### config.mk
export PLATFORM = sky130hd
export DESIGN_NAME = pdma_chan
export DESIGN_NICKNAME = d
export VERILOG_FILES = /design/src/rtl/pdma_pkg.sv /design/src/rtl/pdma_regs.sv /design/src/rtl/pdma_engine.sv /design/src/rtl/pdma_irq.sv /design/src/rtl/pdma_chan.sv
export SDC_FILE = /design/constraint.sdc
export NUM_CORES = 1
export LEC_CHECK = 0
export ABC_AREA = 1
export BUFFER_PORTS_ARGS = -buffer_cell sky130_fd_sc_hd__buf_2
export CORE_ASPECT_RATIO = 2
export CORE_MARGIN = 3
export CORE_UTILIZATION = 53
export DETAILED_ROUTE_END_ITERATION = 12
export PLACE_DENSITY = 0.8
export SLEW_MARGIN = 10
export SYNTH_ARGS = -nofsm -noshare
export SYNTH_HDL_FRONTEND = slang
export SYNTH_SLANG_ARGS = --single-unit
export TNS_END_PERCENT = 10
### constraint.sdc
create_clock -name clk -period 2.7 [get_ports clk]
set_input_delay 0.405 -clock clk [delete_from_list [all_inputs] [get_ports clk]]
set_output_delay 0.405 -clock clk [all_outputs]
set_load 0.03 [all_outputs]
### src/rtl/pdma_pkg.sv
`timescale 1ns/1ps
// Shared constants for the peripheral DMA channel: register offsets,
// command and flag bit positions, and the engine state type.
package pdma_pkg;
    localparam int DW = 32;                 // register data width
    localparam int RAW = 4;                 // register offset width

    localparam logic [RAW-1:0] OFS_ADDR  = 4'd0;
    localparam logic [RAW-1:0] OFS_CNT   = 4'd1;
    localparam logic [RAW-1:0] OFS_RADDR = 4'd2;
    localparam logic [RAW-1:0] OFS_RCNT  = 4'd3;
    localparam logic [RAW-1:0] OFS_PSEL  = 4'd4;
    localparam logic [RAW-1:0] OFS_MODE  = 4'd5;
    localparam logic [RAW-1:0] OFS_CTRL  = 4'd6;
    localparam logic [RAW-1:0] OFS_STATE = 4'd7;
    localparam logic [RAW-1:0] OFS_IEN   = 4'd8;
    localparam logic [RAW-1:0] OFS_IDIS  = 4'd9;
    localparam logic [RAW-1:0] OFS_IMASK = 4'd10;
    localparam logic [RAW-1:0] OFS_FLAGS = 4'd11;

    localparam int CMD_EN   = 0;
    localparam int CMD_DIS  = 1;
    localparam int CMD_ECLR = 2;

    localparam int NFLAG    = 3;
    localparam int FLG_RCZ  = 0;
    localparam int FLG_DONE = 1;
    localparam int FLG_ERR  = 2;

    typedef enum logic [1:0] {
        ENG_IDLE = 2'd0,
        ENG_XFER = 2'd1,
        ENG_ACK  = 2'd2
    } eng_state_t;
endpackage

### src/rtl/pdma_regs.sv
`timescale 1ns/1ps
// Register bank of the channel. Holds the active and reload address/count
// pairs, select, mode, enable, error and interrupt mask. Applies unit steps
// and error events from the engine and performs the automatic reload.
// Assumes step and err_evt are never high together, and that step occurs
// only while the count is nonzero.
module pdma_regs
    import pdma_pkg::*;
#(
    parameter int AW = 32,
    parameter int CW = 16,
    parameter int PW = 2
) (
    input  logic             clk,
    input  logic             rst_n,
    input  logic             wr,
    input  logic [RAW-1:0]   waddr,
    input  logic [DW-1:0]    wdata,
    output logic [DW-1:0]    rdata,
    input  logic [NFLAG-1:0] flags,
    input  logic             step,
    input  logic             err_evt,
    output logic [AW-1:0]    cur_addr,
    output logic [CW-1:0]    cur_cnt,
    output logic             size,
    output logic [PW-1:0]    psel,
    output logic             en,
    output logic             terr,
    output logic [NFLAG-1:0] mask,
    output logic             cnt_zero,
    output logic             rcnt_zero
);
    logic [AW-1:0] raddr;
    logic [CW-1:0] rcnt;
    logic [AW-1:0] inc;
    logic          reload_go;
    logic          unused_wbits;

    // zero tests, reload condition and address step size
    assign cnt_zero     = (cur_cnt == '0);
    assign rcnt_zero    = (rcnt == '0);
    assign reload_go    = cnt_zero && !rcnt_zero;
    assign inc          = {{(AW-2){1'b0}}, size, ~size};
    assign unused_wbits = ^wdata;

    // active address and count: unit step, then reload, then software write
    always_ff @(posedge clk) begin
        if (!rst_n) begin
            cur_addr <= '0;
            cur_cnt  <= '0;
        end else if (step) begin
            cur_addr <= cur_addr + inc;
            cur_cnt  <= cur_cnt - 1'b1;
        end else if (reload_go) begin
            cur_addr <= raddr;
            cur_cnt  <= rcnt;
        end else if (wr) begin
            if (waddr == OFS_ADDR) cur_addr <= wdata[AW-1:0];
            if (waddr == OFS_CNT)  cur_cnt  <= wdata[CW-1:0];
        end
    end

    // reload pair: emptied on reload, else written by software
    always_ff @(posedge clk) begin
        if (!rst_n) begin
            raddr <= '0;
            rcnt  <= '0;
        end else begin
            if (wr && waddr == OFS_RADDR) raddr <= wdata[AW-1:0];
            if (reload_go)                     rcnt <= '0;
            else if (wr && waddr == OFS_RCNT)  rcnt <= wdata[CW-1:0];
        end
    end

    // select and mode registers
    always_ff @(posedge clk) begin
        if (!rst_n) begin
            psel <= '0;
            size <= 1'b0;
        end else if (wr) begin
            if (waddr == OFS_PSEL) psel <= wdata[PW-1:0];
            if (waddr == OFS_MODE) size <= wdata[0];
        end
    end

    // enable and error flag driven by commands and engine error events
    always_ff @(posedge clk) begin
        if (!rst_n) begin
            en   <= 1'b0;
            terr <= 1'b0;
        end else if (err_evt) begin
            en   <= 1'b0;
            terr <= 1'b1;
        end else if (wr && waddr == OFS_CTRL) begin
            if (wdata[CMD_DIS])              en <= 1'b0;
            else if (wdata[CMD_EN] && !terr) en <= 1'b1;
            if (wdata[CMD_ECLR])             terr <= 1'b0;
        end
    end

    // interrupt mask with write-one-set and write-one-clear ports
    always_ff @(posedge clk) begin
        if (!rst_n) begin
            mask <= '0;
        end else if (wr && waddr == OFS_IEN) begin
            mask <= mask | wdata[NFLAG-1:0];
        end else if (wr && waddr == OFS_IDIS) begin
            mask <= mask & ~wdata[NFLAG-1:0];
        end
    end

    // read multiplexer, zero-extended to the data width
    always_comb begin
        rdata = '0;
        case (waddr)
            OFS_ADDR:  rdata[AW-1:0]    = cur_addr;
            OFS_CNT:   rdata[CW-1:0]    = cur_cnt;
            OFS_RADDR: rdata[AW-1:0]    = raddr;
            OFS_RCNT:  rdata[CW-1:0]    = rcnt;
            OFS_PSEL:  rdata[PW-1:0]    = psel;
            OFS_MODE:  rdata[0]         = size;
            OFS_STATE: rdata[0]         = en;
            OFS_IMASK: rdata[NFLAG-1:0] = mask;
            OFS_FLAGS: rdata[NFLAG-1:0] = flags;
            default:   rdata            = '0;
        endcase
    end
endmodule

### src/rtl/pdma_engine.sv
`timescale 1ns/1ps
// Transfer sequencer. Waits for a request on the selected line while the
// channel is enabled with work left, runs one memory access, then
// acknowledges the peripheral for one cycle. Assumes the select value
// stays stable while a unit is in flight.
module pdma_engine
    import pdma_pkg::*;
#(
    parameter int NPER = 4,
    parameter int PW   = 2
) (
    input  logic            clk,
    input  logic            rst_n,
    input  logic            en,
    input  logic            cnt_zero,
    input  logic [PW-1:0]   psel,
    input  logic [NPER-1:0] periph_req,
    input  logic            mem_ready,
    input  logic            mem_err,
    output logic            mem_req,
    output logic [NPER-1:0] periph_ack,
    output logic            step,
    output logic            err_evt
);
    eng_state_t state;
    logic       start;

    // a unit starts on a selected request when enabled with work left
    assign start   = en && !cnt_zero && periph_req[psel];
    assign mem_req = (state == ENG_XFER);
    assign step    = mem_req && mem_ready && !mem_err;
    assign err_evt = mem_req && mem_ready && mem_err;

    // sequencer state register
    always_ff @(posedge clk) begin
        if (!rst_n) begin
            state <= ENG_IDLE;
        end else begin
            case (state)
                ENG_IDLE: if (start) state <= ENG_XFER;
                ENG_XFER: begin
                    if (err_evt)   state <= ENG_IDLE;
                    else if (step) state <= ENG_ACK;
                end
                ENG_ACK:  state <= ENG_IDLE;
                default:  state <= ENG_IDLE;
            endcase
        end
    end

    // one acknowledge line per peripheral, active only for the selected one
    for (genvar i = 0; i < NPER; i++) begin : g_ack
        assign periph_ack[i] = (state == ENG_ACK) && (psel == PW'(i));
    end
endmodule

### src/rtl/pdma_irq.sv
`timescale 1ns/1ps
// Status flag formation and interrupt output. Reload-empty follows the
// reload count, complete needs both counts at zero, error is the sticky
// error bit held in the register bank.
module pdma_irq
    import pdma_pkg::*;
(
    input  logic             cnt_zero,
    input  logic             rcnt_zero,
    input  logic             terr,
    input  logic [NFLAG-1:0] mask,
    output logic [NFLAG-1:0] flags,
    output logic             irq
);
    // flag vector and masked interrupt reduction
    always_comb begin
        flags           = '0;
        flags[FLG_RCZ]  = rcnt_zero;
        flags[FLG_DONE] = cnt_zero && rcnt_zero;
        flags[FLG_ERR]  = terr;
        irq             = |(flags & mask);
    end
endmodule

### src/rtl/pdma_chan.sv
`timescale 1ns/1ps
// Top of one peripheral DMA channel with address/count reload. Joins the
// register bank, the transfer sequencer and the flag/interrupt logic.
// Assumes mem_ready is raised only while mem_req is high.
module pdma_chan
    import pdma_pkg::*;
#(
    parameter int AW   = 32,
    parameter int CW   = 16,
    parameter int NPER = 4
) (
    input  logic            clk,
    input  logic            rst_n,
    input  logic            reg_wr,
    input  logic [3:0]      reg_addr,
    input  logic [31:0]     reg_wdata,
    output logic [31:0]     reg_rdata,
    input  logic [NPER-1:0] periph_req,
    output logic [NPER-1:0] periph_ack,
    output logic            mem_req,
    output logic [AW-1:0]   mem_addr,
    output logic            mem_size,
    input  logic            mem_ready,
    input  logic            mem_err,
    output logic            irq
);
    localparam int PW = (NPER > 1) ? $clog2(NPER) : 1;

    logic [AW-1:0]    cur_addr;
    logic [CW-1:0]    cur_cnt;
    logic             size;
    logic [PW-1:0]    psel;
    logic             en;
    logic             terr;
    logic [NFLAG-1:0] mask;
    logic [NFLAG-1:0] flags;
    logic             cnt_zero;
    logic             rcnt_zero;
    logic             step;
    logic             err_evt;

    // memory address and size come straight from the active registers
    assign mem_addr = cur_addr;
    assign mem_size = size;

    pdma_regs #(.AW(AW), .CW(CW), .PW(PW)) u_regs (
        .clk(clk), .rst_n(rst_n), .wr(reg_wr), .waddr(reg_addr),
        .wdata(reg_wdata), .rdata(reg_rdata), .flags(flags),
        .step(step), .err_evt(err_evt), .cur_addr(cur_addr),
        .cur_cnt(cur_cnt), .size(size), .psel(psel), .en(en),
        .terr(terr), .mask(mask), .cnt_zero(cnt_zero),
        .rcnt_zero(rcnt_zero)
    );

    pdma_engine #(.NPER(NPER), .PW(PW)) u_eng (
        .clk(clk), .rst_n(rst_n), .en(en), .cnt_zero(cnt_zero),
        .psel(psel), .periph_req(periph_req), .mem_ready(mem_ready),
        .mem_err(mem_err), .mem_req(mem_req), .periph_ack(periph_ack),
        .step(step), .err_evt(err_evt)
    );

    pdma_irq u_irq (
        .cnt_zero(cnt_zero), .rcnt_zero(rcnt_zero), .terr(terr),
        .mask(mask), .flags(flags), .irq(irq)
    );
endmodule

==> results of run 1 <==
-- final cells by class --
class | instances | area [um^2]
Timing Repair Buffer | 143 | 810.8
Inverter | 104 | 390.4
Multi-Input combinational cell | 902 | 4155
Clock buffer | 10 | 239.0
Sequential cell | 106 | 2122
Tap cell | 150 | 187.7
Fill cell | 1317 | 4747
Clock inverter | 6 | 47.55
-- worst paths after layout --
check	to	slack, ns	depth (start not counted)
setup / recovery	reg_rdata[1]	0.21	8
hold / removal	u_regs.raddr[17]	0.28	3
setup reg to reg	u_regs.cur_addr[18]	0.27	13
hold reg to reg	u_regs.raddr[26]	0.47	2
-- power breakdown --
group	total, mW	switching (mW)	internal [mW]
Clock	1.32	0.654	0.661
Combinational	2.93	2.09	0.834
Sequential	2.05	0.277	1.77
-- stage by stage --
| stage | instances | util | setup slack [ns] |
|---|---|---|---|
| 2_1_floorplan | 1170 | - | 0.3867 |
| 3_3_place_gp | 1405 | 0.6036 | 0.3706 |
| 3_5_place_dp | 1405 | 0.6036 | 0.2803 |
| 4_1_cts | 1421 | 0.6262 | 0.2265 |
| 5_1_grt | 1421 | 0.6262 | 0.08423 |
| 6_report | 1421 | 0.6262 | 0.2114 |
-- cells in the final DEF (no fill, tap or decap) --
cell type and instances:
xor2_1 9, nand3_1 122, inv_2 7, ha_1 3
nor2_1 200, clkbuf_8 1, fa_1 1, clkinvlp_4 1
nor3_1 12, a22o_1 1, nor2_2 6, clkinv_2 1
nand3_2 1, o22ai_1 16, o21ai_1 16, nand2_1 286
o211ai_1 1, buf_12 2, xnor2_1 2, inv_6 2
clkinv_1 1, o21ai_0 109, dfxtp_1 106, buf_4 26
o2111ai_1 9, a21oi_2 3, a21oi_1 77, a221o_1 6
nand2_2 7, nand4_1 7, o21bai_1 1, clkinv_4 2
a221oi_1 3, buf_2 115, nor2_4 4, clkbuf_16 9
inv_1 96
-- sequential cells by signal, indices dropped and copies added, names as in the netlist, named ones only --
name,cells
u_regs.rcnt,16
u_regs.size,1
u_regs.terr,1
u_regs.psel,2
u_regs.cur_addr,32
u_eng.state,2
u_regs.cur_cnt,16
u_regs.raddr,32
u_regs.en,1
-- worst reg2reg max path, delay by kind of cell (launching register included) --
kind,cells,cell delay (ns)
AND/OR/NAND/NOR,8,1.09
adder cells (fa/ha/maj),2,0.60
flip-flops,1,0.34
buffers and inverters,2,0.19
AO/OA/AOI/OAI,1,0.16
-- cell families (layout without fill, tap and decap cells) --
group,Yosys count,in the layout,share of synthesized area
AND/OR/NAND/NOR,645,645,0.3839
AO/OA/AOI/OAI,242,242,0.1905
buffers and inverters,162,263,0.09867
flip-flops,106,106,0.3048
XOR/XNOR,11,11,0.01384
adder cells (fa/ha/maj),4,4,0.008268
-- metal layers --
layer,part of all wire,track usage,vias to the layer above
met5,0,0,-
met4,0.066,0.2280,0
li1,-,-,4028
met1,0.35,0.3946,3868
met2,0.52,0.6253,410
met3,0.064,0.05191,120
==> flow_summary.json, run 1 <==
{
  "outcome": "finished, final reports clean",
  "die_h_um": 168.1,
  "tns_ns": 0,
  "drv_slew": 0,
  "vias": 8426,
  "finalSetupViolations": 0,
  "wl_mm": 26.14,
  "area_growth_pct": 14.23,
  "clock_latency_ns": 0.35,
  "tightestPinTransition_ns": 0.7594,
  "yosysWarnings": 0,
  "ir_drop_mv": 0.5923,
  "cp.arrival_ns": 2.08,
  "finalPower_mw": 6.287,
  "finalHoldViolCount": 0,
  "path_class": "reg2out",
  "place_area_um2": 7666,
  "yosys_most_used_dff": "dfxtp_1",
  "syn_area_um2": 6962,
  "cts_num_sinks": 106,
  "critPathLaunchType": "flip-flop",
  "hp-start": "reg_wdata[17]",
  "post_cts_buffers": 0,
  "via_per_inst": 5.930,
  "grt_overflow": 0,
  "grt_pass1_wl_mm": 41.17,
  "drtIter0Drc": 724,
  "critical_path.top_delay_family": "simple AND/OR/NAND/NOR gates",
  "fmax_mhz": 401.8,
  "htreeDepth": 3,
  "gp_congestion": 1.015,
  "antenna_found_initial": 0,
  "slew_headroom": 0.4937,
  "fp.dieW_um": 87.04,
  "postCtsHoldBufs": 0,
  "syn_area_per_cell_um2": 5.950,
  "pwr_density_cell_nw_per_um2": 790.6,
  "worst_hold_slack_ns": 0.2827,
  "cp.buffers_inverters": 2,
  "synth_edf_count": 0,
  "min_period_ns": 2.489,
  "die_area_um2": 14630,
  "hp-class": "in2reg",
  "clock_tree.root_cell": "clkbuf_16",
  "netlist_instances": 1170,
  "maxCapViolations": 0,
  "synth_area_leaders": "dfxtp_1 (30%), nand2_1 (15%), nor2_1 (11%)",
  "crit_path_max_incr_delay_ns": 0.37,
  "grt_pass1_vias": 8107,
  "cts_tree": "built",
  "synth_top_area_cell": "dfxtp_1",
  "critPathSlowestCell": "dfxtp_1",
  "grt_max_degree": 62,
  "synth_seq_area_share": 0.3048,
  "finalInstanceArea_um2": 7953,
  "finalCritPeriodShare": 0.9217,
  "finalNetCount": 1315,
  "ys_ff_latch": 106,
  "finalClockSkew_ns": 0.009525,
  "first_pass_iters": 5,
  "port_buffers": 115,
  "async_flop_share": 0,
  "clockBufferDepth": 2,
  "synth_most_common_cell": "nand2_1",
  "synth.top_cell.area_share": 0.3048,
  "dp_hpwl_mm": 19.61,
  "ys_types": 33,
  "ctsResizeCount": 0,
  "synth_top_cells_by_count": "nand2_1 (286), nor2_1 (201), nand3_1 (122)",
  "r2r_start": "u_regs.size",
  "start_util": 0.5482,
  "crit_path_max_fanout": 7,
  "antenna_left": 0,
  "drive_above_1_share": 0.1471,
  "end_kind": "output pin",
  "grt_usage": 0.3592,
  "drc": 0,
  "cpMostUsedCell": "nand2_1",
  "wl_per_cell_um": 18.39,
  "p_leak_nw": 3.552,
  "cts_inserted_buffers": 9,
  "crit_start": "u_regs.rcnt[13]",
  "io_pins": 116,
  "syn_nets": 1219,
  "clkSlewWorstSetupHoldPaths_ns": 0.08,
  "crit_required_ns": 2.30,
  "diodes": 0,
  "coreArea_um2": 12700,
  "grt_setup_unrepaired": "no",
  "path_cells": "nor2_1, nand2_1, nor2_1, nand2_1, inv_1, nand2_1, o2111ai_1, buf_2",
  "std_cell_rows": 58
}
Power figures use the tool's default switching activity.
==> run 2: changes to the inputs <==
BUFFER_PORTS_ARGS = -buffer_cell sky130_fd_sc_hd__buf_4   (was -buffer_cell sky130_fd_sc_hd__buf_2)
CORE_UTILIZATION = 55   (was 53)
PLACE_DENSITY = 0.82   (was 0.8)
==> run 2 against run 1 <==
Against the previous run: clock power up 8%; sequential cell count unchanged; via count is 0.23% lower; final area rose by 3.5%; critical path type unchanged; clock-buffer cell count decreased by 1; critical path depth increased by 2; die area decreased by 3.4%; setup slack got worse by 0.056 ns; register-to-register slack gained 0.05 ns; first-iteration DRC count down 6.8%; combinational power is 2% higher.
==> flow_summary.json, run 2 (synthesized netlist as in run 1, its figures left out) <==
{
  "outcome": "finished, final reports clean",
  "drive_above_1_share": 0.1458,
  "cp.arrival_ns": 2.14,
  "p_leak_nw": 3.587,
  "register_area_um2": 2122,
  "grt_overflow": 0,
  "first_pass_iters": 5,
  "slew_headroom": 0.5129,
  "ctsResizeCount": 0,
  "post-place-ws_ns": 0.3387,
  "antenna_left": 0,
  "finalSetupViolations": 0,
  "pwr_density_cell_nw_per_um2": 787.0,
  "drtIter0Drc": 675,
  "final_cell_mix": "nand2_1 (286), nor2_1 (200), buf_4 (140)",
  "area_growth_pct": 18.24,
  "gp_congestion": 1.004,
  "met2_length_mm": 13.13,
  "drv_slew": 0,
  "cts_tree": "built",
  "dp_hpwl_mm": 19.35,
  "path_cells": "nor2_1, nand2_1, nor2_1, nand2_1, inv_1, nand2_1, o2111ai_1, inv_1, nand4_1, buf_4",
  "critPathLaunchType": "flip-flop",
  "clkSlewWorstSetupHoldPaths_ns": 0.08,
  "grt_max_degree": 67,
  "clockBufferDepth": 2,
  "grt_setup_unrepaired": "no",
  "grt_usage": 0.3675,
  "r2r_cells": 13,
  "finalClockSkew_ns": 0.008533,
  "htreeDepth": 3,
  "vias": 8407,
  "critPathSlowestCell": "dfxtp_1",
  "end_kind": "output pin",
  "clock_tree.root_cell": "clkbuf_16",
  "r2r-end": "u_regs.cur_addr[18]",
  "clock_latency_ns": 0.36,
  "crit_required_ns": 2.30,
  "min_period_ns": 2.545,
  "grt_pass1_vias": 7872,
  "setup_ws_ns": 0.1554,
  "via_per_inst": 5.937,
  "die_h_um": 165.1,
  "drt-met1-wl_mm": 9.021,
  "path_class": "reg2out",
  "fp.dieW_um": 85.56,
  "drc": 0,
  "io_pins": 116,
  "wl_per_cell_um": 18.28,
  "ir_drop_mv": 0.5401,
  "wl_mm": 25.89,
  "grt_pass1_wl_mm": 40.57,
  "top_regs": "u_regs.cur_addr: 32 flops, u_regs.raddr: 32 flops",
  "coreArea_um2": 12270,
  "cts_inserted_buffers": 9,
  "finalHoldViolCount": 0,
  "cpMostUsedCell": "nand2_1",
  "post_cts_buffers": 0,
  "hp-start": "reg_wdata[16]",
  "antenna_found_initial": 0,
  "maxCapViolations": 0,
  "final_common_cell": "nand2_1",
  "cts_num_sinks": 106,
  "die_area_um2": 14130,
  "cp.buffers_inverters": 3,
  "multiInputGateArea_um2": 4155,
  "fmax_mhz": 393.0,
  "crit_path_max_fanout": 8,
  "whs_path_depth": 3,
  "fillers": 1221,
  "tightestPinTransition_ns": 0.7307,
  "routed.top_layer": "met4",
  "postCtsHoldBufs": 0,
  "finalNetCount": 1313,
  "r2r_start": "u_regs.size",
  "hold_end": "u_regs.raddr[16]",
  "diodes": 0,
  "port_buffers": 115,
  "reg2reg_setup_slack_ns": 0.32,
  "start_util": 0.5675,
  "critical_path.top_delay_family": "simple AND/OR/NAND/NOR gates",
  "dr_wl_met3_mm": 1.685,
  "hp-class": "in2reg",
  "finalCritPeriodShare": 0.9424,
  "std_cell_rows": 57,
  "tns_ns": 0,
  "crit_path_max_incr_delay_ns": 0.49
}
[run 2: power by group]
group | internal (mW) | switching [mW]
sequential | 1.77 | 0.302
combinational | 0.935 | 2.06
clock | 0.741 | 0.676
[run 2: how the worst max path moves through the flow]
stage / end / cells past startpoint / start / slack, ns
finish: reg_rdata[0] / 10 / u_regs.rcnt[13] / 0.16
global route: u_regs.cur_addr[18] / 13 / u_regs.size / 0.03
CTS: reg_rdata[0] / 10 / u_regs.rcnt[13] / 0.19
detailed placement: u_regs.cur_addr[18] / 13 / u_regs.size / 0.34
global placement: u_regs.cur_addr[18] / 13 / u_regs.size / 0.38
floorplan: reg_rdata[22] / 5 / reg_addr[3] / 0.39
[run 2: per-layer routing]
layer  up-vias  GRT usage
met5         -          0
met4         0     0.2622
met3       126    0.04965
met2       434     0.6516
met1      3826     0.3927
li1       4021          -
[run 2: worst min-delay path: stages]
cell,delay [ns]
buf_4,0.08
nor2_1,0.03
nor2_1,0.08
[run 2: cell type report]
type	instances	area share
multi-input combinational	902	0.5048
sequential	106	0.2578
clock inverter	7	0.01018
timing repair buffer	141	0.1301
inverter	104	0.04742
clock buffer	9	0.02736
tap	147	0.02234
[run 2: through the flow]
stage	utilization	total power [mW]	cells	hold WS, ns	area, um^2
finish	0.6711	6.478	1416	0.2717	8232
global placement	0.6459	4.997	1400	0.4573	7923
detailed placement	0.6459	5.027	1400	0.4705	7923
CTS	0.6711	6.430	1416	0.2741	8232
global route	0.6711	6.831	1416	0.2858	8232
floorplan	-	4.070	1170	0.4449	6962
